$ cat src/rtl/dbg_regxfer_unit.sv
module dbg_regxfer_unit #(
  parameter int          NREG     = 32,
  parameter int          PB_WORDS = 2,
  parameter logic [15:0] GPR_BASE = 16'h1000
) (
  input  logic                    clk,
  input  logic                    rst_n,
  input  logic                    wr_en,
  input  logic [2:0]              wr_addr,
  input  logic [31:0]             wr_data,
  input  logic [2:0]              rd_addr,
  output logic [31:0]             rd_data,
  output logic                    busy,
  output logic [2:0]              cmderr,
  output logic                    exec_start,
  input  logic                    exec_done,
  output logic [32*PB_WORDS-1:0]  pbuf_words
);
  localparam int IDXW = $clog2(NREG);
  localparam int PBW  = (PB_WORDS > 1) ? $clog2(PB_WORDS) : 1;
  localparam logic [2:0] A_DATA0 = 3'd0, A_CMD = 3'd1, A_STAT = 3'd2;

  typedef enum logic [1:0] {S_IDLE, S_XFER, S_WAIT} st_t;
  st_t st;

  logic [31:0] data0;
  logic [31:0] rf [NREG];
  logic [31:0] pb [PB_WORDS];
  logic        x_xfer, x_write, x_post;
  logic [IDXW-1:0] x_idx;

  wire [15:0] rel    = wr_data[15:0] - GPR_BASE;
  wire        gpr_ok = (wr_data[15:0] >= GPR_BASE) && (rel < 16'(NREG));
  wire        cmd_ok = (wr_data[31:24] == 8'd0) &&
                       (!wr_data[17] || (wr_data[22:20] == 3'd2 && gpr_ok));
  wire        wr_pb  = wr_addr[2] && ({30'd0, wr_addr[1:0]} < 32'(PB_WORDS));
  wire        guarded = wr_en && (wr_addr == A_DATA0 || wr_addr == A_CMD || wr_pb);
  wire        is_cmd = wr_en && wr_addr == A_CMD;
  wire        accept = is_cmd && !busy && cmderr == 3'd0 && cmd_ok;

  assign busy = (st != S_IDLE);

  always_ff @(posedge clk) begin
    if (!rst_n) begin
      st         <= S_IDLE;
      cmderr     <= 3'd0;
      data0      <= '0;
      exec_start <= 1'b0;
      x_xfer     <= 1'b0;
      x_write    <= 1'b0;
      x_post     <= 1'b0;
      x_idx      <= '0;
      for (int i = 0; i < NREG; i++) rf[i] <= '0;
      for (int i = 0; i < PB_WORDS; i++) pb[i] <= '0;
    end else begin
      if (guarded && busy) begin
        if (cmderr == 3'd0) cmderr <= 3'd1;
      end else if (is_cmd && cmderr == 3'd0 && !cmd_ok) begin
        cmderr <= 3'd2;
      end else if (wr_en && wr_addr == A_STAT) begin
        cmderr <= cmderr & ~wr_data[10:8];
      end

      if (wr_en && !busy && wr_addr == A_DATA0) data0 <= wr_data;
      if (wr_en && !busy && wr_pb) pb[wr_addr[PBW-1:0]] <= wr_data;

      case (st)
        S_IDLE: if (accept) begin
          x_xfer  <= wr_data[17];
          x_write <= wr_data[16];
          x_post  <= wr_data[18];
          x_idx   <= rel[IDXW-1:0];
          st      <= S_XFER;
        end
        S_XFER: begin
          if (x_xfer) begin
            if (x_write) begin
              if (x_idx != '0) rf[x_idx] <= data0;
            end else begin
              data0 <= rf[x_idx];
            end
          end
          if (x_post) begin
            st         <= S_WAIT;
            exec_start <= 1'b1;
          end else begin
            st <= S_IDLE;
          end
        end
        S_WAIT: begin
          exec_start <= 1'b0;
          if (exec_done) st <= S_IDLE;
        end
        default: st <= S_IDLE;
      endcase
    end
  end

  always_comb begin
    rd_data = '0;
    case (rd_addr)
      A_DATA0: rd_data = data0;
      A_STAT:  rd_data = {19'd0, busy, 1'b0, cmderr, 8'd0};
      default: if (rd_addr[2] && ({30'd0, rd_addr[1:0]} < 32'(PB_WORDS)))
                 rd_data = pb[rd_addr[PBW-1:0]];
    endcase
  end

  for (genvar g = 0; g < PB_WORDS; g++) begin : g_pb
    assign pbuf_words[32*g +: 32] = pb[g];
  end

  AST_START_ONLY_BUSY: assert property (@(posedge clk) disable iff (!rst_n)
    exec_start |-> busy);
  AST_START_ONE_CYCLE: assert property (@(posedge clk) disable iff (!rst_n)
    exec_start |=> !exec_start);
  AST_ERR_STICKY: assert property (@(posedge clk) disable iff (!rst_n)
    (cmderr != 3'd0 && !(wr_en && wr_addr == A_STAT)) |=> cmderr == $past(cmderr));
  AST_ERR_BLOCKS_CMD: assert property (@(posedge clk) disable iff (!rst_n)
    (!busy && cmderr != 3'd0) |=> !busy);
  AST_BUSY_COLLIDE: assert property (@(posedge clk) disable iff (!rst_n)
    (busy && is_cmd && cmderr == 3'd0) |=> cmderr == 3'd1);
  AST_WAIT_KEEPS_DATA0: assert property (@(posedge clk) disable iff (!rst_n)
    (st == S_WAIT) |=> data0 == $past(data0));
  AST_X0_STAYS_ZERO: assert property (@(posedge clk) disable iff (!rst_n)
    (st == S_XFER && x_xfer && x_write && x_idx == '0) |=> rf[0] == 32'd0);
endmodule

$ cat config.mk
export PLATFORM = sky130hd
export DESIGN_NAME = dbg_regxfer_unit
export DESIGN_NICKNAME = d
export VERILOG_FILES = /design/src/rtl/dbg_regxfer_unit.sv
export SDC_FILE = /design/constraint.sdc
export NUM_CORES = 2
export LEC_CHECK = 0
export CAP_MARGIN = 25
export CORE_MARGIN = 4
export CORE_UTILIZATION = 31
export DETAILED_ROUTE_END_ITERATION = 12
export GPL_TIMING_DRIVEN = 0
export PLACE_DENSITY_LB_ADDON = 0.3
export SYNTH_ARGS = -nofsm -noshare
export SYNTH_HDL_FRONTEND = slang
export SYNTH_SLANG_ARGS = --single-unit
$ cat constraint.sdc
create_clock -name clk -period 6.9 [get_ports clk]
set_input_delay 2.07 -clock clk [delete_from_list [all_inputs] [get_ports clk]]
set_output_delay 2.07 -clock clk [all_outputs]
set_load 0.03 [all_outputs]
After elaboration in Yosys (flattened, before gate mapping)
Memory sizes are Yosys's and may differ from the RTL's. A register that Yosys moved wholly into a read port is not among the register bits.
Index checks and enable logic that the tools add are counted.

cells by class
  bitwise gates (word level) = 2
  eq/ne operators = 10
  reduce and logical (&&, ||, !) cells = 38
  order comparisons = 4
  multiplexer cells = 34
  add/sub/neg operators = 1

operator list
  operator                  number
  $mux W32                  7
  $pmux W32 S2              1
  $reduce_or A32 Y1         2
  $logic_and A1 B1 Y1       17
  $ge A16 B13 Y1 const B    1
  $lt A16 B6 Y1 const B     1
  $sub A16 B13 Y16 const B  1
  $mux W5                   3
  $mux W1                   14
  $mux W3                   4
  $eq A3 B2 Y1 const B      3
  $logic_not A3 Y1          3
  $logic_not A8 Y1          1
  $reduce_and A2 Y1         4
  $mux W2                   3
  $ne A2 B2 Y1 const B      3
  $pmux W2 S3               1
  $reduce_bool A5 Y1        1
  $lt A2 B2 Y1 const B      2
  $reduce_bool A2 Y1        2
  $and A3 B3 Y3             1
  $eq A3 B1 Y1 const B      1
  $logic_not A1 Y1          3
  $logic_or A1 B1 Y1        3
  7 further kinds           7

word-level totals
  memories kept = 2
  RAM bits = 1088
  bits in registers = 46
  bits of input ports = 42
  logic and storage cells = 99

memories
  name  words  bits a word  read ports  clocked after Yosys merged registers in  write ports  line  source
  rf    32     32           1           1                                        32           27    logic [31:0] rf [NREG];
  pb    2      32           3           0                                        2            28    logic [31:0] pb [PB_WORDS];

Logic depth before layout (Yosys ltp)
  depth in word-level cells = 10
  depth in mapped cells = 10

Worst setup path after synthesis
Ideal clock, no wire load.

  kind = in2reg
  start point = input rst_n
  end point = memory rf[19][0], enable pin
  stages on the path = 5
  path slack = 1.171 ns
  arrival = 5.264 ns
  cell sequence = inv_1 or3_1 or3_1 buf_4 o21ai_0

RTL lines
  element          line  source
  start, declared  7     input logic rst_n,
  end, declared    27

Final worst setup path
  start point = input rd_addr[0]
  end point = output rd_data[11]

between the ends
  longest elaborated chain between the ends = 4
  elaborated cells on any way between the ends = 7
  classes of those cells = order compare: 1; eq/ne: 1; mux: 2; reduce/logical: 2; memory: 1

ends and longest elaborated chain
  element              line  source
  start, declared      11    input logic [2:0] rd_addr,
  $lt A2 B2 Y1         104   default: if (rd_addr[2] && ({30'd0, rd_addr[1:0]} < 32'(PB_WORDS)))
  $logic_and A1 B1 Y1  104
  $mux W32             104
  $pmux W32 S2 (*)     101   case (rd_addr)
  end, declared        12    output logic [31:0] rd_data,

Every way passes the cells marked *; elsewhere a longest branch is shown, timed or not.

==> results.ini <==
[logic_synthesis]
synthCells=3520
synth_area_leaders=edfxtp_1 (62%), and2_1 (12%), mux4_2 (7.9%), mux2i_1 (5.3%), dfxtp_1 (1.9%)
ys_async_sr_fraction_pct=0
synth_edf_count=1088
yosysMostFrequentCell=edfxtp_1
synth_cell_type_count=60
synth-seq-cells=1139
synth_common_cells=edfxtp_1 (1088), and2_1 (1028), mux2i_1 (277)
yosysTopAreaCell=edfxtp_1
synth_ff_type=edfxtp_1
avgSynthCellArea_um2=14.9
yosys.area.top_type_share_pct=62.3
yosysWarnings=0
yosysSeqAreaShare_pct=64.3
syn_area_um2=52400

[sta]
rsz0062_at_grt=false
min_period_ns=6.60
skew_ns=0.0426
finalHoldViolCount=0
relSlewSlack_pct=20.2
fmaxAchievable_ghz=0.151
worst_pin_slew_ns=1.20
maxSlewViolCount=0
finalSetupViolCount=0
period_share_pct=95.7
fin_setup_tns_ns=0
setup_ws_ns=0.298

[worst_setup_path]
r2r-end=pb[1][8]$_SDFFCE_PN0P_
start_kind=primary input
required_ns=4.83
crit_fanout=10
path_class=in2out
r2r_cells=5
critPathArrivalTime_ns=4.53
crit_path_end_kind=primary output
r2r-start=st[0]$_SDFFE_PN0P_
r2r_slack_ns=3.17

[floorplanning]
start_util_pct=31.3
num_rows=150
io_pins=143
coreArea_um2=168000
die_w_um=419
dieArea_um2=176000
die_h_um=419

[route]
routed_wl_um=191000
drtAntennaViolNets=0
drt_iter0_markers=3930
num_vias=32457
wl_per_cell_um=31.0
viasPerCell=5.25
drt_pre_antenna_iters=5
drc=0

[place]
io_buffers=138
pre_cts_ws_ns=0.140
placed_cells=5942
gp_congestion=0.922
place_hpwl_um=137000

[cts]
cts_resized=0
postCtsSetupBuffers=0
clockRootBuffer=clkbuf_16
cts.path.max_buffers=3
cts_made_buffers=121
path_clk_slew_ns=0.06
cts_tree=yes
clock-sinks=1139
ctsHtreeMaxLevel=3
clkLatencyLatePin_ns=0.77

[global_routing]
grt_antenna_before_repair=18
grt_pass1_wl_um=261000
grt_overflow_total=0
grt_max_degree=42
grtUsageTotal_pct=21.5
first_global_vias=32161

[pwr]
peakVddDrop_mv=0.199
p_sw_w=0.00342
p_seq_share_pct=52.6
power.leakage_nw=21.4
p_per_area_nw_per_um2=243
p_int_w=0.0116
finalPower_w=0.0150
combPwrFrac_pct=4.8
clkPwrFrac_pct=42.7
p_sw_share_pct=22.8

[cells_and_area]
fill_cells=15806
multiInputGateArea_um2=17200
fin_nets=3904
fin_cells=6179
drive_above_1_share_pct=16.5
fin_util_pct=36.8
regArea_um2=33700
syn2layout_area_growth_pct=17.8

[min_path]
hp-start=cmderr[2]$_SDFFE_PN0P_
min_to=cmderr[2]$_SDFFE_PN0P_
whs_path_depth=2
hold_class=reg2reg

[run_status]
outcome=finished, final reports clean

[job]
maxCapViolations=0

[placed cells by master (no fill, tap or decap), types with 12 or more instances in the layout]
| master | Yosys | routed |
|---|---|---|
| nand2b_2 | 2 | 18 |
| mux4_2 | 183 | 183 |
| buf_8 | 3 | 17 |
| nor2_1 | 94 | 94 |
| edfxtp_1 | 1088 | 1088 |
| and2_1 | 1028 | 1028 |
| a22oi_1 | 70 | 70 |
| buf_6 | 33 | 35 |
| a2111oi_0 | 14 | 14 |
| buf_1 | 13 | 13 |
| clkinv_1 | 0 | 25 |
| conb_1 | 1 | 32 |
| clkinv_2 | 0 | 26 |
| and3_1 | 39 | 39 |
| clkbuf_16 | 0 | 121 |
| o21a_1 | 14 | 14 |
| clkbuf_2 | 37 | 38 |
| buf_12 | 4 | 27 |
| buf_2 | 56 | 56 |
| clkdlybuf4s50_1 | 0 | 138 |
| mux2i_1 | 277 | 277 |
| nand3_1 | 23 | 23 |
| a221oi_1 | 24 | 24 |
| dfxtp_1 | 51 | 51 |
| o21ai_4 | 0 | 16 |
| o21ai_0 | 28 | 12 |
| clkbuf_1 | 170 | 201 |
| a21oi_1 | 52 | 52 |
| buf_4 | 27 | 28 |
| nand2_1 | 45 | 45 |
| nor2_4 | 12 | 12 |
[sequential cells by signal, summed over array words and instances (netlist names), named ones only]
| name | count |
|---|---|
| cmderr | 3 |
| data0 | 32 |
| exec_start | 1 |
| pb | 64 |
| rf | 1024 |
| st | 2 |
| x_idx | 5 |
| x_post | 1 |
| x_write | 1 |
| x_xfer | 1 |
[worst max-delay path, cell delays in order]
cell and delay [ns]:
clkbuf_1 0.37, and2_1 0.69, clkbuf_1 0.43, a21oi_1 0.16, nor2_1 0.12, clkdlybuf4s50_1 0.68
[cell families after synthesis]
logic type	after synthesis	share of synthesized area, %
buffers and inverters	347	3.56
other	1	0.00715
DFF	1139	64.3
and+or+nand+nor	1318	15.5
AOI/OAI and AO/OA	250	3.44
muxes	465	13.3
[metrics by stage]
step	instance area (um^2)	hold WS [ns]
3_5_place_dp	57900	0.464
5_1_grt	61700	0.494
6_report	61800	0.479
2_1_floorplan	52500	0.472
4_1_cts	61700	0.475
3_3_place_gp	56700	0.466
[power groups by stage]
| stage | combinational (W) | clock [W] | sequential (W) |
|---|---|---|---|
| final | 0.000718 | 0.00642 | 0.00790 |
| after global routing | 0.000742 | 0.00675 | 0.00792 |
| after CTS | 0.000715 | 0.00645 | 0.00790 |
| after detailed placement | 0.000714 | 0 | 0.00804 |
| after global placement | 0.000645 | 0 | 0.00807 |
| after floorplan | 0.000298 | 0 | 0.00805 |
[cell type report]
cell class | count | area share (%)
buffer | 342 | 3.00
inverter | 4 | 0.0243
antenna | 7 | 0.0284
timing repair buffer | 189 | 3.83
clock buffer | 161 | 5.26
clock inverter | 68 | 0.960
tap | 2204 | 4.47
multi-input combinational | 2065 | 27.9
sequential | 1139 | 54.6
[metal layers]
metal / vias to the layer above / global-route usage, % / part of all wire, %
met5: - / 0 / 0.037
met4: 6 / 9.68 / 5.2
met3: 399 / 5.55 / 9.2
met2: 1702 / 34.2 / 46
met1: 16744 / 27.6 / 39
li1: 13606 / - / -
[how the worst max path moves through the flow]
stage | from | endpoint | slack [ns] | cells past startpoint
2_1_floorplan | rst_n | rf[19][0]$_SDFFCE_PN0P_ | 1.17 | 5
3_3_place_gp | rst_n | rf[18][29]$_SDFFCE_PN0P_ | -2.78 | 6
3_5_place_dp | rd_addr[0] | rd_data[11] | 0.14 | 7
4_1_cts | rd_addr[0] | rd_data[11] | 0.12 | 7
5_1_grt | rd_addr[0] | rd_data[11] | 0.18 | 6
6_report | rd_addr[0] | rd_data[11] | 0.30 | 6
[timing repair]
action | CTS | global route
endpoints found under the hold margin | 0 | 0
endpoints found under the setup margin | 0 | 1
hold buffers | 0 | 0
Note: power is estimated with default switching activity, not from simulation.
